===== config.mk =====
export PLATFORM = sky130hd
export DESIGN_NAME = dbg_match_unit
export DESIGN_NICKNAME = d
export VERILOG_FILES = /design/src/rtl/dbgm_pkg.sv /design/src/rtl/dbgm_field_dec.sv /design/src/rtl/dbgm_slot_cmp.sv /design/src/rtl/dbgm_regs.sv /design/src/rtl/dbg_match_unit.sv
export SDC_FILE = /design/constraint.sdc
export NUM_CORES = 1
export LEC_CHECK = 0
export ABC_CLOCK_PERIOD_IN_PS = 11800
export BUFFER_PORTS_ARGS = -buffer_cell sky130_fd_sc_hd__buf_2
export CORE_ASPECT_RATIO = 1.4
export CORE_MARGIN = 10
export CORE_UTILIZATION = 34
export CTS_BUF_LIST = sky130_fd_sc_hd__clkbuf_8 sky130_fd_sc_hd__clkbuf_16
export DETAILED_ROUTE_END_ITERATION = 12
export GPL_ROUTABILITY_DRIVEN = 0
export PLACE_DENSITY = 0.51
export SLEW_MARGIN = 5
export SYNTH_ARGS = -nofsm -noshare
export SYNTH_HDL_FRONTEND = slang
export SYNTH_SLANG_ARGS = --single-unit

===== constraint.sdc =====
create_clock -name clk -period 11.8 [get_ports clk]
set_input_delay 1.18 -clock clk [delete_from_list [all_inputs] [get_ports clk]]
set_output_delay 1.18 -clock clk [all_outputs]
set_load 0.02 [all_outputs]

===== src/rtl/dbgm_pkg.sv =====
package dbgm_pkg;
    localparam int SLOTS      = 4;
    localparam int CTRL_W     = 32;
    localparam int FIELD_BASE = 16;
    localparam int FIELD_W    = 4;
    localparam int IDX_W      = 3;
    localparam int MASK_W     = 3;

    localparam logic [IDX_W-1:0]  IDX_STATUS = 3'd4;
    localparam logic [IDX_W-1:0]  IDX_CTRL   = 3'd5;
    localparam logic [CTRL_W-1:0] CTRL_RSVD  = 32'h0000_FC00;

    typedef enum logic [1:0] {
        ACC_FETCH = 2'b00,
        ACC_READ  = 2'b01,
        ACC_WRITE = 2'b10,
        ACC_IO    = 2'b11
    } acc_kind_e;

    typedef enum logic [1:0] {
        RW_EXEC  = 2'b00,
        RW_WRITE = 2'b01,
        RW_IO    = 2'b10,
        RW_DATA  = 2'b11
    } rw_code_e;

    typedef enum logic [1:0] {
        LEN_1 = 2'b00,
        LEN_2 = 2'b01,
        LEN_8 = 2'b10,
        LEN_4 = 2'b11
    } len_code_e;

    typedef struct packed {
        logic              en;
        rw_code_e          rw;
        logic              len_ok;
        logic [MASK_W-1:0] len_mask;
    } slot_cfg_t;
endpackage


===== src/rtl/dbgm_field_dec.sv =====
module dbgm_field_dec
    import dbgm_pkg::*;
#(
    parameter bit WIDE_EN = 1'b1
) (
    input  logic [1:0]         en_bits,
    input  logic [FIELD_W-1:0] field,
    output slot_cfg_t          cfg
);
    always_comb begin
        cfg.en       = |en_bits;
        cfg.rw       = rw_code_e'(field[1:0]);
        cfg.len_ok   = 1'b1;
        cfg.len_mask = '0;
        case (len_code_e'(field[3:2]))
            LEN_1: cfg.len_mask = 3'd0;
            LEN_2: cfg.len_mask = 3'd1;
            LEN_4: cfg.len_mask = 3'd3;
            LEN_8: begin
                cfg.len_mask = 3'd7;
                cfg.len_ok   = WIDE_EN;
            end
            default: cfg.len_mask = 3'd0;
        endcase
    end
endmodule


===== src/rtl/dbgm_slot_cmp.sv =====
module dbgm_slot_cmp
    import dbgm_pkg::*;
#(
    parameter int ADDR_W = 32
) (
    input  slot_cfg_t         cfg,
    input  logic [ADDR_W-1:0] slot_addr,
    input  logic              acc_valid,
    input  logic [ADDR_W-1:0] acc_addr,
    input  logic [1:0]        acc_size,
    input  logic [1:0]        acc_kind,
    output logic              hit
);
    localparam int EW = ADDR_W + 1;

    logic              kind_ok;
    logic [MASK_W-1:0] size_mask;
    logic [EW-1:0]     reg_lo, reg_hi, acc_lo, acc_hi;
    logic              overlap;

    always_comb begin
        case (acc_size)
            2'b00:   size_mask = 3'd0;
            2'b01:   size_mask = 3'd1;
            2'b10:   size_mask = 3'd3;
            default: size_mask = 3'd7;
        endcase

        case (cfg.rw)
            RW_EXEC:  kind_ok = (acc_kind == ACC_FETCH);
            RW_WRITE: kind_ok = (acc_kind == ACC_WRITE);
            RW_DATA:  kind_ok = (acc_kind == ACC_READ) || (acc_kind == ACC_WRITE);
            default:  kind_ok = (acc_kind == ACC_IO);
        endcase

        reg_lo  = {1'b0, slot_addr & ~ADDR_W'(cfg.len_mask)};
        reg_hi  = reg_lo + EW'(cfg.len_mask);
        acc_lo  = {1'b0, acc_addr};
        acc_hi  = acc_lo + EW'(size_mask);
        overlap = (acc_lo <= reg_hi) && (acc_hi >= reg_lo);

        if (cfg.rw == RW_EXEC)
            hit = cfg.en && acc_valid && kind_ok && (acc_addr == slot_addr);
        else
            hit = cfg.en && acc_valid && kind_ok && cfg.len_ok && overlap;
    end
endmodule


===== src/rtl/dbgm_regs.sv =====
module dbgm_regs
    import dbgm_pkg::*;
#(
    parameter int ADDR_W = 32
) (
    input  logic                        clk,
    input  logic                        rst_n,
    input  logic                        wr_en,
    input  logic [IDX_W-1:0]            wr_idx,
    input  logic [ADDR_W-1:0]           wdata,
    input  logic [SLOTS-1:0]            hits,
    output logic [SLOTS-1:0][ADDR_W-1:0] addr_o,
    output logic [CTRL_W-1:0]           ctrl_o,
    output logic [SLOTS-1:0]            status_o
);
    typedef struct packed {
        logic [SLOTS-1:0][ADDR_W-1:0] addr;
        logic [CTRL_W-1:0]            ctrl;
        logic [SLOTS-1:0]             status;
    } state_t;

    state_t st_d, st_q;

    always_comb begin
        st_d = st_q;
        if (wr_en) begin
            if (wr_idx < IDX_W'(SLOTS))
                st_d.addr[wr_idx[1:0]] = wdata;
            else if (wr_idx == IDX_STATUS)
                st_d.status = wdata[SLOTS-1:0];
            else if (wr_idx == IDX_CTRL)
                st_d.ctrl = wdata[CTRL_W-1:0] & ~CTRL_RSVD;
        end
        st_d.status = st_d.status | hits;
    end

    always_ff @(posedge clk) begin
        if (!rst_n)
            st_q <= '0;
        else
            st_q <= st_d;
    end

    assign addr_o   = st_q.addr;
    assign ctrl_o   = st_q.ctrl;
    assign status_o = st_q.status;
endmodule


===== src/rtl/dbg_match_unit.sv =====
module dbg_match_unit
    import dbgm_pkg::*;
#(
    parameter int ADDR_W  = 32,
    parameter bit WIDE_EN = 1'b1
) (
    input  logic              clk,
    input  logic              rst_n,
    input  logic              reg_wr_en,
    input  logic [2:0]        reg_idx,
    input  logic [ADDR_W-1:0] reg_wdata,
    output logic [ADDR_W-1:0] reg_rdata,
    input  logic              acc_valid,
    input  logic [ADDR_W-1:0] acc_addr,
    input  logic [1:0]        acc_size,
    input  logic [1:0]        acc_kind,
    output logic              trap
);
    logic [SLOTS-1:0][ADDR_W-1:0] slot_addr;
    logic [CTRL_W-1:0]            ctrl_q;
    logic [SLOTS-1:0]             status_q;
    logic [SLOTS-1:0]             slot_hit;
    logic [SLOTS-1:0]             slot_en;

    dbgm_regs #(.ADDR_W(ADDR_W)) u_regs (
        .clk      (clk),
        .rst_n    (rst_n),
        .wr_en    (reg_wr_en),
        .wr_idx   (reg_idx),
        .wdata    (reg_wdata),
        .hits     (slot_hit),
        .addr_o   (slot_addr),
        .ctrl_o   (ctrl_q),
        .status_o (status_q)
    );

    for (genvar s = 0; s < SLOTS; s++) begin : g_slot
        slot_cfg_t cfg;

        dbgm_field_dec #(.WIDE_EN(WIDE_EN)) u_dec (
            .en_bits (ctrl_q[2*s+1 : 2*s]),
            .field   (ctrl_q[FIELD_BASE+FIELD_W*s +: FIELD_W]),
            .cfg     (cfg)
        );

        dbgm_slot_cmp #(.ADDR_W(ADDR_W)) u_cmp (
            .cfg       (cfg),
            .slot_addr (slot_addr[s]),
            .acc_valid (acc_valid),
            .acc_addr  (acc_addr),
            .acc_size  (acc_size),
            .acc_kind  (acc_kind),
            .hit       (slot_hit[s])
        );

        assign slot_en[s] = cfg.en;
    end

    always_comb begin
        reg_rdata = '0;
        if (reg_idx < 3'(SLOTS))
            reg_rdata = slot_addr[reg_idx[1:0]];
        else if (reg_idx == IDX_STATUS)
            reg_rdata = ADDR_W'(status_q);
        else if (reg_idx == IDX_CTRL)
            reg_rdata = ADDR_W'(ctrl_q);
    end

    assign trap = |status_q;
endmodule


==> results of run 1 <==
==> tightest hold or removal path: cells and delay by family (launching register included) <==
family,cells,cell delay [ns]
and+or+nand+nor,1,0.04
DFF,1,0.31
AOI/OAI and AO/OA,1,0.07
==> cells by family (layout without fill, tap and decap cells) <==
logic type / count (synthesis) / count (layout) / synth area share, %
AO/OA/AOI/OAI: 404 / 404 / 16.57
adder cells (fa/ha/maj): 267 / 267 / 19.69
other: 1 / 4 / 0.02205
multiplexers: 45 / 45 / 5.173
buffers and inverters: 332 / 376 / 7.616
flip-flops: 158 / 158 / 18.60
XOR/XNOR: 218 / 218 / 11.23
AND/OR/NAND/NOR: 758 / 758 / 21.10
==> area by class of cell <==
cell class / count / area share [%]
Inverter: 220 / 4.425
Timing Repair Buffer: 124 / 3.567
Multi-Input combinational cell: 1696 / 67.45
Sequential cell: 158 / 16.95
Clock inverter: 15 / 1.059
Tap cell: 637 / 4.271
Clock buffer: 17 / 2.279
==> registers in the layout, indices dropped and copies added (netlist names) <==
register / flops
u_regs.addr_o: 128
u_regs.ctrl_o: 26
u_regs.status_o: 4
==> power breakdown <==
part,internal (W),switching (W)
clock network,0.000341,0.000274
logic,0.000146,0.000244
registers,0.000544,0.0000270
==> cell usage in the layout (no fill, tap or decap), drive strengths merged, types with 52 or more instances in the layout <==
| master | Yosys | routed |
|---|---|---|
| nor2 | 63 | 63 |
| xnor2 | 142 | 142 |
| nand4 | 84 | 84 |
| dfxtp | 158 | 158 |
| buf | 7 | 124 |
| a21oi | 60 | 60 |
| o21ai | 60 | 60 |
| a21o | 52 | 52 |
| inv | 220 | 228 |
| nand2 | 404 | 404 |
| a21boi | 155 | 155 |
| ha | 266 | 266 |
| xor2 | 76 | 76 |
==> cell usage after synthesis, types with 3 or more instances <==
cell	number
and4_1	10
mux2_2	3
o2111ai_1	4
nor4_1	34
o31ai_1	6
or2_2	7
inv_1	220
and2_1	6
clkbuf_1	104
nand4_1	84
nand3_1	38
nand2_1	404
buf_1	3
or3_1	10
o22ai_1	5
nand2b_1	13
a2111oi_0	5
ha_1	266
nor2_1	62
xor2_1	76
nor3_1	28
a21oi_1	60
o211ai_1	8
a211oi_1	14
and2_0	3
and3_1	11
a221oi_1	7
a221o_1	9
o21ai_0	59
nor2b_1	21
nor3b_1	6
a21o_1	52
or4_1	5
mux4_2	34
a31oi_1	6
dfxtp_1	158
xnor2_1	142
a21boi_0	155
mux2i_1	8
==> layer usage <==
| layer | global-route usage (%) | wire length [microns] | up-vias |
|---|---|---|---|
| li1 | - | - | 7627 |
| met1 | 27.60 | 29420 | 7948 |
| met2 | 44.12 | 38050 | 657 |
| met3 | 3.391 | 3957 | 222 |
| met4 | 18.00 | 5969 | 0 |
| met5 | 0 | 0 | - |
==> worst min path at each step <==
stage,end,startpoint,slack [ns]
after floorplan,u_regs.ctrl_o[8],u_regs.ctrl_o[8],0.44
after global placement,u_regs.ctrl_o[9],u_regs.ctrl_o[9],0.45
after detailed placement,u_regs.ctrl_o[9],u_regs.ctrl_o[9],0.46
after CTS,u_regs.ctrl_o[9],u_regs.ctrl_o[9],0.47
after global routing,u_regs.ctrl_o[8],u_regs.ctrl_o[8],0.50
final,u_regs.ctrl_o[9],u_regs.ctrl_o[9],0.47
==> metrics by stage <==
stage,instances,util [%],hold slack (ns),setup WS [ns]
after floorplan,2186,-,0.4437,6.910
after global placement,2835,36.63,0.4525,6.037
after detailed placement,2835,36.63,0.4601,6.004
after CTS,2867,37.90,0.4697,6.486
after global routing,2867,37.90,0.4985,6.205
final,2867,37.90,0.4685,6.320
==> impl_metrics.toml, run 1 <==
[logic_synthesis]
ys_top_cells_by_area = "ha_1 (20%), dfxtp_1 (19%), nand2_1 (8.9%), xnor2_1 (7.3%), a21boi_0 (6.8%)"
syn_inst = 2183
yosysTopAreaCell = "ha_1"
synthFlopType = "dfxtp_1"
ys_ff_latch = 158
seq_area_frac_synth_pct = 18.60
synthDistinctLibCells = 68
async_flop_share_pct = 0
synth_area_per_cell_sq_um = 7.789
netlist_area_sq_mm = 0.01700
synth_edf_count = 0
yosys.area.top_type_share_pct = 19.57
yosys_warnings = 0

[detailed_routing]
totalWireLength_microns = 77400
avgRoutedWirePerCell_microns = 27.00
vias = 16450
viasPerCell = 5.739
drt_first_pass_iters = 5
drc_errors = 0
ant_nets = 0
drtIter0Drc = 1295

[worst_setup_path]
cp_slowest_stage_delay_ns = 0.72
reg2reg_slack_ns = 7.92
critPathKind = "input port to register"
crit_slowest_cell = "a221oi_1"
path_buf_inv = 3
worstPathMaxFanout = 7
critPathMostFrequentCell = "ha_1"
cp-startpoint = "acc_size[1]"
worstReg2RegEnd = "u_regs.status_o[1]"
critPathLaunchType = "input port"
critical_path_required_ns = 12.14
reg2regPathDepth = 10
endpoint_kind = "register"
worstPathArrival_ns = 5.82
r2r-start = "u_regs.addr_o[60]"
endpoint = "u_regs.status_o[1]"
crit_chain = "buf_2 > or2_2 > ha_1 > inv_1 > fa_1 > nand2b_1 > a21oi_1 > buf_4 > nand3_1 > nor2_1 > xor2_1 > ha_1 > a21o_1 > a221o_1 > a221oi_1 > o21ai_0 > a2111oi_0 > nor3_1"
worst-path-stages = 18
critPathTopFamily = "compound AO/OA/AOI/OAI gates"

[sta]
setup_tns_ns = 0
setup_viol = 0
hold_violations = 0
slew_violations = 0
fin_crit_ns = 5.480
fin_skew_ns = 0.01204
post-route-period-util_pct = 46.44
relSlewSlack_pct = 15.04
max_freq_ghz = 0.1825
worst_pin_slew_ns = 1.263
rsz0062_at_grt = "false"

[power]
p_leak_nw = 6.735
ir_worst_vdd_v = 0.0001014
powerDensity_mw_per_mm2 = 84.47
total_power_w = 0.001576

[placed_design]
port_buffers = 107
post-dp-hpwl_microns = 60470
postPlaceCellArea_sq_mm = 0.01804

[layout]
final_area_sq_mm = 0.01866
multi_input_area_sq_mm = 0.01259
syn_to_final_growth_pct = 9.757
drive_gt1_share_pct = 9.776
nFillCells = 5228
seqCellArea_sq_mm = 0.003163
n_antenna_cell = 0
fin_nets = 2559

[floorplan]
std_cell_rows = 96
die_area_sq_mm = 0.05948
die_height_microns = 284.6
die_x_microns = 209.0
start_util_pct = 34.53
num_io_pins = 108
core_sq_mm = 0.04925

[clock_network]
cts_root_buf = "clkbuf_16"
cts_hold_buf = 0
cts_tree = "built"
htree_levels = 4
clk-insertion-delay-late_ns = 0.46
clk_path_buf_depth = 2
post_cts_buffers = 0
cts_buffers = 17
path_clk_slew_ns = 0.08
clock_sinks = 158
cts_resized = 0

[worst_hold_path]
min_path_cells = 2
hp-class = "register to register"

[global_routing]
antenna_found_initial = 0
overflow = 0
grt_pass1_wl_microns = 112900
first_global_vias = 16630
grtUsageTotal_pct = 25.27
grt_max_degree = 88

[outcome]
status = "complete, no violations"

[run]
cap_violations = 0
Note: power is estimated with default switching activity, not from simulation.
==> run 2, diff against run 1 <==
--- a/config.mk
+++ b/config.mk
@@ -5,7 +5,7 @@
 export SDC_FILE = /design/constraint.sdc
 export NUM_CORES = 1
 export LEC_CHECK = 0
-export ABC_CLOCK_PERIOD_IN_PS = 11800
+export ABC_CLOCK_PERIOD_IN_PS = 5600
 export BUFFER_PORTS_ARGS = -buffer_cell sky130_fd_sc_hd__buf_2
 export CORE_ASPECT_RATIO = 1.4
 export CORE_MARGIN = 10
==> constraint.sdc (replaced) <==
create_clock -name clk -period 5.6 [get_ports clk]
set_input_delay 0.56 -clock clk [delete_from_list [all_inputs] [get_ports clk]]
set_output_delay 0.56 -clock clk [all_outputs]
set_load 0.02 [all_outputs]
==> run 2 against run 1 <==
Against the previous run: via count is 2.0% higher; worst hold slack worse by 0.080 ns; critical path depth is 1 lower; sequential power is 110% higher; sequential cell count stayed put; global-route usage is 0.40 points higher; cell count is 0.31% higher; core utilization hardly changed; clock power is 95% higher; first-iteration DRC count is 12% higher; count of clock-buffer cells in the layout is 1 higher; non-clock buffer count is 8 higher; critical path type unchanged; critical endpoint is now u_regs.status_o[3]; largest cell class unchanged; highest routed layer unchanged.
==> impl_metrics.toml, run 2 (same netlist as run 1, synthesis figures left out) <==
[layout]
syn_to_final_growth_pct = 9.845
multi_input_area_sq_mm = 0.01259
mostFrequentLayoutCells = "nand2_1 (404), ha_1 (266), inv_1 (221)"
largest_reg_flops = 128
fin_nets = 2567
drive_gt1_share_pct = 10.05
nFillCells = 5203
seqCellArea_sq_mm = 0.003163
final_common_cell = "nand2_1"

[sta]
holdWs_ns = 0.3885
worst_pin_slew_ns = 1.331
max_freq_ghz = 0.2097
post-route-period-util_pct = 85.14
slew_violations = 0
setup_viol = 0
relSlewSlack_pct = 10.44
rsz0062_at_grt = "false"
fin_crit_ns = 4.768
setup_tns_ns = 0
hold_violations = 0
fin_skew_ns = 0.01907

[power]
total_power_w = 0.003236
switchingPower_w = 0.001145
ir_worst_vdd_v = 0.0002009
p_clk_share_pct = 37.1
internal_power_w = 0.002091
p_sw_share_pct = 35.38
pwr-share-seq_pct = 37.2
p_leak_nw = 6.751
p_comb_share_pct = 25.7
powerDensity_mw_per_mm2 = 173.3

[worst_setup_path]
crit_chain = "buf_2 > inv_1 > fa_1 > nand2b_1 > a21oi_1 > nand3_1 > nor2_1 > xor2_1 > ha_1 > a21o_1 > a221o_1 > a221oi_1 > o311ai_0 > nand2_1 > nand2_1 > a21oi_1 > o31ai_1"
path_buf_inv = 2
critical_path_required_ns = 5.95
cp_slowest_stage_delay_ns = 0.62
reg2regPathDepth = 11
worstPathMaxFanout = 10
cp-startpoint = "acc_addr[1]"
critPathKind = "input port to register"
critPathTopFamily = "compound AO/OA/AOI/OAI gates"
critPathLaunchType = "input port"
crit_slowest_cell = "a221oi_1"
r2r-start = "u_regs.addr_o[86]"
worstReg2RegEnd = "u_regs.status_o[2]"
reg2reg_slack_ns = 1.66
endpoint_kind = "register"
worstPathArrival_ns = 5.12

[detailed_routing]
drc_errors = 0
drt_first_pass_iters = 7
drtIter0Drc = 1449
avgRoutedWirePerCell_microns = 27.29
vias = 16790
ant_nets = 0
totalWireLength_microns = 78470
viasPerCell = 5.837

[floorplan]
num_io_pins = 108
core_sq_mm = 0.04925
start_util_pct = 34.53
die_height_microns = 284.6
std_cell_rows = 96
die_x_microns = 209.0
die_area_sq_mm = 0.05948

[clock_network]
cts_root_buf = "clkbuf_16"
cts_buffers = 17
cts_resized = 0
clk_path_buf_depth = 2
cts_hold_buf = 0
path_clk_slew_ns = 0.08
htree_levels = 4
clock_sinks = 158
cts_tree = "built"
post_cts_buffers = 0
clk-insertion-delay-late_ns = 0.47

[worst_hold_path]
hold_path_startpoint = "reg_wdata[27]"
min_to = "u_regs.ctrl_o[27]"
min_path_cells = 3
hp-class = "input port to register"

[global_routing]
overflow = 0
grtUsageTotal_pct = 25.66
antenna_found_initial = 1
grt_pass1_wl_microns = 114100
first_global_vias = 16880
grt_max_degree = 85

[placed_design]
post-dp-hpwl_microns = 63040
port_buffers = 107

[run]
cap_violations = 0

[outcome]
status = "complete, no violations"
-- run 2: changes by cell type in the layout (fill, tap and decap cells not counted), sizes merged --
| cell | change |
|---|---|
| bufinv | -2 |
| buf | +8 |
| clkinvlp | +1 |
| clkbuf | +1 |
| clkinv | +2 |
| diode | +1 |
| inv | -2 |
-- run 2: metrics by stage --
| step | instance area [sq um] | utilization [%] | worst slack [ns] | cells |
|---|---|---|---|---|
| final | 18680 | 37.93 | 0.8321 | 2876 |
| after global routing | 18680 | 37.92 | 0.5173 | 2875 |
| after CTS | 18680 | 37.92 | 0.9030 | 2875 |
| after detailed placement | 18100 | 36.76 | 0.4137 | 2843 |
| after global placement | 18100 | 36.76 | 0.4524 | 2843 |
| after floorplan | 17020 | - | 1.330 | 2186 |
-- run 2: worst max-delay path by stage --
stage | endpoint | slack (ns) | cells after the start
2_1_floorplan | u_regs.status_o[2] | 1.33 | 17
3_3_place_gp | u_regs.status_o[1] | 0.45 | 15
3_5_place_dp | u_regs.status_o[1] | 0.41 | 15
4_1_cts | u_regs.status_o[1] | 0.90 | 15
5_1_grt | u_regs.status_o[1] | 0.52 | 17
6_report | u_regs.status_o[3] | 0.83 | 17
-- run 2: power by group through the flow --
stage	clock network (W)	registers [W]	logic [W]
final	0.00120	0.00120	0.000832
after global routing	0.00126	0.00121	0.000906
after CTS	0.00122	0.00120	0.000813
after detailed placement	0	0.00123	0.000808
after global placement	0	0.00123	0.000793
after floorplan	0	0.00120	0.000512
-- run 2: tightest hold or removal path, delay by kind of cell --
kind	cells	cell delay [ns]
AND/OR/NAND/NOR	1	0.06
buffers and inverters	1	0.13
AO/OA/AOI/OAI	1	0.06
-- run 2: area by class of cell --
class                           instances  share of cell area [%]
Inverter                              220                   4.421
Multi-Input combinational cell       1696                   67.40
Timing Repair Buffer                  132                   3.885
Tap cell                              637                   4.267
Sequential cell                       158                   16.93
Clock buffer                           18                   2.351
Clock inverter                         14                  0.7235
Antenna cell                            1                 0.01340
-- run 2: metal layers --
layer	up-vias	routed length (microns)	GRT usage (%)
met4	0	6438	19.39
li1	7636	-	-
met5	-	0	0
met1	8171	28830	27.68
met2	741	38170	43.96
met3	240	5029	4.511
